[src/rtl/wil_pkg.sv]
package wil_pkg;
    localparam int unsigned LEN_W = 4;          // AXI3 burst length field
    localparam logic [1:0]  RESP_OKAY = 2'b00;

    typedef enum logic {
        RSP_IDLE,
        RSP_PEND
    } rsp_state_t;
endpackage

[src/rtl/wil_addr_queue.sv]
module wil_addr_queue #(
    parameter int unsigned ID_W   = 4,
    parameter int unsigned LEN_W  = 4,
    parameter int unsigned QDEPTH = 5,
    parameter int unsigned WIN    = 2,
    parameter int unsigned CNT_W  = 3,
    parameter int unsigned SLOT_W = 1
) (
    input  logic                       clk,
    input  logic                       rst_n,
    input  logic                       push,
    input  logic [ID_W-1:0]            push_id,
    input  logic [LEN_W-1:0]           push_len,
    input  logic                       beat,
    input  logic [SLOT_W-1:0]          beat_slot,
    input  logic                       beat_last,
    output logic [CNT_W-1:0]           count,
    output logic [WIN-1:0][ID_W-1:0]   win_id,
    output logic [WIN-1:0][LEN_W-1:0]  win_cnt,
    output logic [WIN-1:0]             win_valid
);
    logic [QDEPTH-1:0][ID_W-1:0]  id_q,  n_id;
    logic [QDEPTH-1:0][LEN_W-1:0] len_q, n_len;
    logic [QDEPTH-1:0][LEN_W-1:0] cnt_q, n_cnt;
    logic [CNT_W-1:0]             n_count;

    always_comb begin
        n_id    = id_q;
        n_len   = len_q;
        n_cnt   = cnt_q;
        n_count = count;
        if (beat) begin
            if (beat_last) begin
                for (int i = 0; i < QDEPTH - 1; i++) begin
                    if (i >= int'(beat_slot)) begin
                        n_id[i]  = id_q[i+1];
                        n_len[i] = len_q[i+1];
                        n_cnt[i] = cnt_q[i+1];
                    end
                end
                n_count = count - CNT_W'(1);
            end else begin
                n_cnt[beat_slot] = cnt_q[beat_slot] + LEN_W'(1);
            end
        end
        if (push) begin
            for (int i = 0; i < QDEPTH; i++) begin
                if (n_count == CNT_W'(i)) begin
                    n_id[i]  = push_id;
                    n_len[i] = push_len;
                    n_cnt[i] = '0;
                end
            end
            n_count = n_count + CNT_W'(1);
        end
    end

    always_ff @(posedge clk) begin
        if (!rst_n) begin
            id_q  <= '0;
            len_q <= '0;
            cnt_q <= '0;
            count <= '0;
        end else begin
            id_q  <= n_id;
            len_q <= n_len;
            cnt_q <= n_cnt;
            count <= n_count;
        end
    end

    for (genvar k = 0; k < WIN; k++) begin : g_win
        assign win_id[k]    = id_q[k];
        assign win_cnt[k]   = cnt_q[k];
        assign win_valid[k] = (count > CNT_W'(k));
    end
endmodule

[src/rtl/wil_window_match.sv]
module wil_window_match #(
    parameter int unsigned ID_W   = 4,
    parameter int unsigned WIN    = 2,
    parameter int unsigned SLOT_W = 1
) (
    input  logic [WIN-1:0][ID_W-1:0] win_id,
    input  logic [WIN-1:0]           win_valid,
    input  logic [ID_W-1:0]          w_id,
    output logic                     hit,
    output logic [SLOT_W-1:0]        slot
);
    logic [WIN-1:0] eq;

    for (genvar k = 0; k < WIN; k++) begin : g_cmp
        assign eq[k] = win_valid[k] && (win_id[k] == w_id);
    end

    // Scan from the youngest slot down, so the oldest match wins.
    always_comb begin
        hit  = 1'b0;
        slot = '0;
        for (int k = WIN - 1; k >= 0; k--) begin
            if (eq[k]) begin
                hit  = 1'b1;
                slot = SLOT_W'(k);
            end
        end
    end
endmodule

[src/rtl/wil_resp_fsm.sv]
module wil_resp_fsm
    import wil_pkg::*;
#(
    parameter int unsigned ID_W = 4
) (
    input  logic            clk,
    input  logic            rst_n,
    input  logic            load,
    input  logic [ID_W-1:0] load_id,
    input  logic            b_ready,
    output logic            b_valid,
    output logic [ID_W-1:0] b_id,
    output logic            blocked
);
    rsp_state_t state, nxt;

    always_comb begin
        nxt = state;
        unique case (state)
            RSP_IDLE: if (load) nxt = RSP_PEND;                // load
            RSP_PEND: if (b_ready && !load) nxt = RSP_IDLE;    // handoff; else reload or hold
            default:  nxt = RSP_IDLE;
        endcase
    end

    always_ff @(posedge clk) begin
        if (!rst_n) begin
            state <= RSP_IDLE;
            b_id  <= '0;
        end else begin
            state <= nxt;
            if (load) b_id <= load_id;
        end
    end

    always_comb begin
        b_valid = (state == RSP_PEND);
        blocked = (state == RSP_PEND) && !b_ready;
    end
endmodule

[src/rtl/wil_accept_ctrl.sv]
module wil_accept_ctrl
    import wil_pkg::*;
#(
    parameter int unsigned ID_W   = 4,
    parameter int unsigned DATA_W = 32,
    parameter int unsigned QDEPTH = 5,
    parameter int unsigned WIN    = 2
) (
    input  logic              clk,
    input  logic              rst_n,
    input  logic              aw_valid,
    output logic              aw_ready,
    input  logic [ID_W-1:0]   aw_id,
    input  logic [LEN_W-1:0]  aw_len,
    input  logic              w_valid,
    output logic              w_ready,
    input  logic [ID_W-1:0]   w_id,
    input  logic [DATA_W-1:0] w_data,
    input  logic              w_last,
    output logic              b_valid,
    input  logic              b_ready,
    output logic [ID_W-1:0]   b_id,
    output logic [1:0]        b_resp,
    output logic              wr_en,
    output logic [ID_W-1:0]   wr_id,
    output logic [DATA_W-1:0] wr_data,
    output logic [LEN_W-1:0]  wr_beat
);
    localparam int unsigned CNT_W  = $clog2(QDEPTH + 1);
    localparam int unsigned SLOT_W = (WIN > 1) ? $clog2(WIN) : 1;

    initial begin
        if (WIN < 1 || WIN > QDEPTH) $error("window must be 1..QDEPTH");
    end

    logic [CNT_W-1:0]            q_count;
    logic [WIN-1:0][ID_W-1:0]    win_id;
    logic [WIN-1:0][LEN_W-1:0]   win_cnt;
    logic [WIN-1:0]              win_valid;
    logic                        hit;
    logic [SLOT_W-1:0]           slot;
    logic                        rsp_blocked;
    logic                        push, beat, retire;

    assign aw_ready = (q_count < CNT_W'(QDEPTH));
    assign push     = aw_valid && aw_ready;
    assign w_ready  = w_valid && hit && !(w_last && rsp_blocked);
    assign beat     = w_valid && w_ready;
    assign retire   = beat && w_last;

    wil_addr_queue #(
        .ID_W(ID_W), .LEN_W(LEN_W), .QDEPTH(QDEPTH), .WIN(WIN),
        .CNT_W(CNT_W), .SLOT_W(SLOT_W)
    ) i_queue (
        .clk(clk), .rst_n(rst_n),
        .push(push), .push_id(aw_id), .push_len(aw_len),
        .beat(beat), .beat_slot(slot), .beat_last(w_last),
        .count(q_count), .win_id(win_id), .win_cnt(win_cnt), .win_valid(win_valid)
    );

    wil_window_match #(.ID_W(ID_W), .WIN(WIN), .SLOT_W(SLOT_W)) i_match (
        .win_id(win_id), .win_valid(win_valid), .w_id(w_id),
        .hit(hit), .slot(slot)
    );

    wil_resp_fsm #(.ID_W(ID_W)) i_resp (
        .clk(clk), .rst_n(rst_n),
        .load(retire), .load_id(w_id), .b_ready(b_ready),
        .b_valid(b_valid), .b_id(b_id), .blocked(rsp_blocked)
    );

    assign b_resp  = RESP_OKAY;
    assign wr_en   = beat;
    assign wr_id   = w_id;
    assign wr_data = w_data;
    assign wr_beat = win_cnt[slot];
endmodule

[config.mk]
export PLATFORM = sky130hd
export DESIGN_NAME = wil_accept_ctrl
export DESIGN_NICKNAME = d
export VERILOG_FILES = /design/src/rtl/wil_pkg.sv /design/src/rtl/wil_addr_queue.sv /design/src/rtl/wil_window_match.sv /design/src/rtl/wil_resp_fsm.sv /design/src/rtl/wil_accept_ctrl.sv
export SDC_FILE = /design/constraint.sdc
export NUM_CORES = 1
export LEC_CHECK = 0
export ABC_CLOCK_PERIOD_IN_PS = 3100
export BUFFER_PORTS_ARGS = -buffer_cell sky130_fd_sc_hd__buf_2
export CORE_MARGIN = 5
export CORE_UTILIZATION = 46
export DETAILED_ROUTE_END_ITERATION = 8
export GPL_TIMING_DRIVEN = 1
export PLACE_DENSITY_LB_ADDON = 0.05
export SETUP_SLACK_MARGIN = 0.1
export SLEW_MARGIN = 0
export SYNTH_ARGS = -nofsm -noshare
export SYNTH_HDL_FRONTEND = slang
export SYNTH_SLANG_ARGS = --single-unit
export TNS_END_PERCENT = 1
[constraint.sdc]
create_clock -name clk -period 3.1 [get_ports clk]
set_input_delay 0.775 -clock clk [delete_from_list [all_inputs] [get_ports clk]]
set_output_delay 0.775 -clock clk [all_outputs]
set_load 0.01 [all_outputs]
==> flow_summary.yaml <==
critical_path:
  required_ns: 2.32
  critPathSlowestCell: "mux2_2"
  critPathLaunchType: "input port"
  cp-end-kind: "output port"
  path_class: "in2out"
  cp_common_cell: "buf_2"
  path_max_fanout: 4
  path_cells: "buf_2 > xor2_2 > nor3_4 > buf_6 > nand2_1 > nand2_2 > mux2_2 > buf_2"
  cp_data_arrival_time_ns: 2.14
  cp_slowest_stage_delay_ns: 0.36
sta:
  maxSlewViolCount: 0
  setup_violations: 0
  fin_crit_sh: 0.940
  relSlewSlack: 0.629
  max_freq_mhz: 343
  clock_skew_ns: 0.0116
  grt_setup_unrepaired: "yes"
  finalSetupTns_ns: 0
  worst_hold_slack_ns: 0.454
  hold_viol: 0
  tightest_slew_ns: 0.556
  period_needed_ns: 2.91
status:
  outcome: "finished clean"
power_and_ir_drop:
  finalPower_mw: 1.39
  p_switching_mw: 0.419
  p_comb_frac: 0.218
  vdd_drop_max_mv: 0.229
  switching_share: 0.302
  clockPowerShare: 0.342
  seqPwrFrac: 0.440
  leakagePower_nw: 1.28
  p_per_area_mw_per_mm2: 441
  intPower_mw: 0.967
job:
  max-cap-violations: 0
global_routing:
  grt_pass1_vias: 2249
  grt_first_pass_wirelength_um: 11500
  grt_max_degree: 25
  grt-ovfl-total: 0
  track_usage: 0.188
  antenna_found_initial: 0
detailed_routing:
  dr.pass1.iters: 4
  drt_iter0_markers: 103
  ant_nets: 0
  num_vias: 2340
  vias_per_cell: 5.47
  wl_per_cell_um: 16.3
  drc_errors: 0
  wl_um: 6980
placement:
  dp.cells: 420
  dp_hpwl_um: 5110
  portBuffers: 29
  place_area_sq_mm: 0.00300
  place_congestion: 0.809
logic_synthesis:
  yosysSeqAreaShare: 0.303
  async_reset_ff_frac: 0
  syn_inst: 341
  yosysTopAreaCell: "dfxtp_1"
  synth_area_sq_mm: 0.00291
  yosysTopAreaCellShare: 0.303
  ys_ff_latch: 44
  avgSynthCellArea_sq_um: 8.53
  synth_edf_count: 0
  yosysWarnings: 0
  synth_flop_cell: "dfxtp_1"
  yosys-top-cells-area: "dfxtp_1 (30%), buf_4 (10%), nand2_1 (7.6%), mux2i_1 (5.2%), ha_1 (3.9%)"
  yosysUniqueCellTypes: 48
final_layout:
  syn_to_final_growth_pct: 7.96
  final_nets: 409
  drive_gt1_frac: 0.268
  finalInstanceArea_sq_mm: 0.00314
  antennaDiodeCount: 0
  final_cells: 428
clocking:
  ctsHtreeMaxLevel: 2
  cts_buffers: 5
  clk_pin_slew_ns: 0.10
  cts_setup_buffers: 0
  cts_tree: "done"
  hold_buffers: 0
  clock_sinks: 44
  cts_buffer_depth: 2
  root_buffer: "clkbuf_8"
  insertion_delay_ns: 0.31
min_path:
  hold_path.class: "reg2reg"
floorplanning:
  dieArea_sq_mm: 0.00801
  start_util: 0.466
  io_pins: 100
  die_h_um: 89.5
  core_area_sq_mm: 0.00624
  die_w_um: 89.5
  rows: 29
[critical path: cells and delay by family]
family	cells	cell delay (ns)
buffers and inverters	3	0.40
and+or+nand+nor	3	0.41
muxes	1	0.36
xor gates and xnor gates	1	0.19
[Yosys cell counts (2+ instances only)]
master	count
a21o_1	2
xnor2_1	8
buf_4	39
o311a_1	2
a2111oi_2	3
o21ai_0	5
or3_1	8
nor4b_1	4
and4b_1	4
nor3_1	6
mux2i_4	2
and3_1	4
and2_1	8
mux2_2	9
o211ai_1	8
o211a_1	2
mux2i_1	15
nor2b_1	4
nor4_1	2
nand3_1	13
buf_2	6
buf_6	2
clkbuf_1	9
a21oi_1	10
dfxtp_1	44
a31oi_1	13
nand2_1	59
nand3b_1	2
o22ai_1	4
nor2_1	6
inv_1	10
xor2_1	4
ha_1	9
[per-layer routing]
layer  GRT usage  wire length, um
met5           0                0
met4      0.0595               88
met3      0.0359              304
met2       0.282             3040
met1       0.271             3550
[worst paths after layout]
check / startpoint / to / slack, ns / cells past startpoint
worst max-delay path: w_id[0] / wr_beat[1] / 0.19 / 8
worst min-delay path: i_resp.b_id[3]$_SDFFE_PN0P_ / i_resp.b_id[3]$_SDFFE_PN0P_ / 0.45 / 2
worst max register to register: i_queue.count[0]$_SDFF_PN0_ / i_queue.id_q[8]$_SDFF_PN0_ / 0.41 / 13
worst min register to register: i_resp.b_id[3]$_SDFFE_PN0P_ / i_resp.b_id[3]$_SDFFE_PN0P_ / 0.45 / 2
[what timing repair did]
action                     4_1_cts  5_1_grt
pin swaps                        0        3
setup endpoints to repair        4        5
resized for setup                1        7
[per-stage QoR]
step                       util  setup WS (ns)
after floorplan               -          0.108
after global placement    0.481         0.0672
after detailed placement  0.481         0.0162
after CTS                 0.500         0.0823
after global routing      0.503         0.0943
final                     0.503          0.187
[sequential cells by signal, indices dropped and copies added (netlist names)]
name / flops
i_resp.b_valid: 1
i_queue.win_id: 8
i_queue.count: 3
i_queue.cnt_q: 8
i_queue.win_cnt: 8
i_resp.b_id: 4
i_queue.id_q: 12
[cell type report]
| class | instances | area, sq um |
|---|---|---|
| multi-input combinational | 232 | 1640 |
| timing repair buffer | 57 | 372 |
| clock buffer | 5 | 68.8 |
| tap | 77 | 96.3 |
| fill | 641 | 3100 |
| sequential | 44 | 885 |
| inverter | 10 | 37.5 |
| clock inverter | 3 | 46.3 |
[cells in the final DEF (no fill, tap or decap), types with 2 or more instances in the layout]
cell type,instances
a2111oi_2,3
a21o_1,2
a21oi_1,10
a31oi_1,13
and2_1,8
and3_1,4
and4b_1,4
buf_2,29
buf_4,26
clkbuf_8,5
conb_1,2
dfxtp_1,43
ha_1,9
inv_1,10
mux2_2,9
mux2i_1,15
mux2i_4,2
nand2_1,56
nand2_2,3
nand3_1,13
nand3b_1,2
nor2_1,4
nor2_2,2
nor2b_1,4
nor3_1,6
nor4_1,2
nor4b_1,4
o211a_1,2
o211ai_1,8
o21ai_0,4
o22ai_1,4
o311a_1,2
or3_1,8
xnor2_1,8
xor2_1,3
[cell families (layout without fill, tap and decap cells)]
logic type,after synthesis,in the layout,share of synthesized area
AOI/OAI and AO/OA,56,56,0.147
adders and majority gates,9,9,0.0387
muxes,26,26,0.102
xor gates and xnor gates,12,12,0.0361
other,1,2,0.00129
DFF,44,44,0.303
and+or+nand+nor,127,127,0.229
buffers and inverters,66,75,0.143
[power by group through the flow]
stage / Sequential, mW / Combinational, mW / Clock [mW]
global placement: 0.621 / 0.296 / 0
CTS: 0.609 / 0.301 / 0.488
detailed placement: 0.621 / 0.299 / 0
finish: 0.609 / 0.303 / 0.474
floorplan: 0.618 / 0.240 / 0
global route: 0.612 / 0.335 / 0.508
Note: power is estimated with default switching activity, not from simulation.
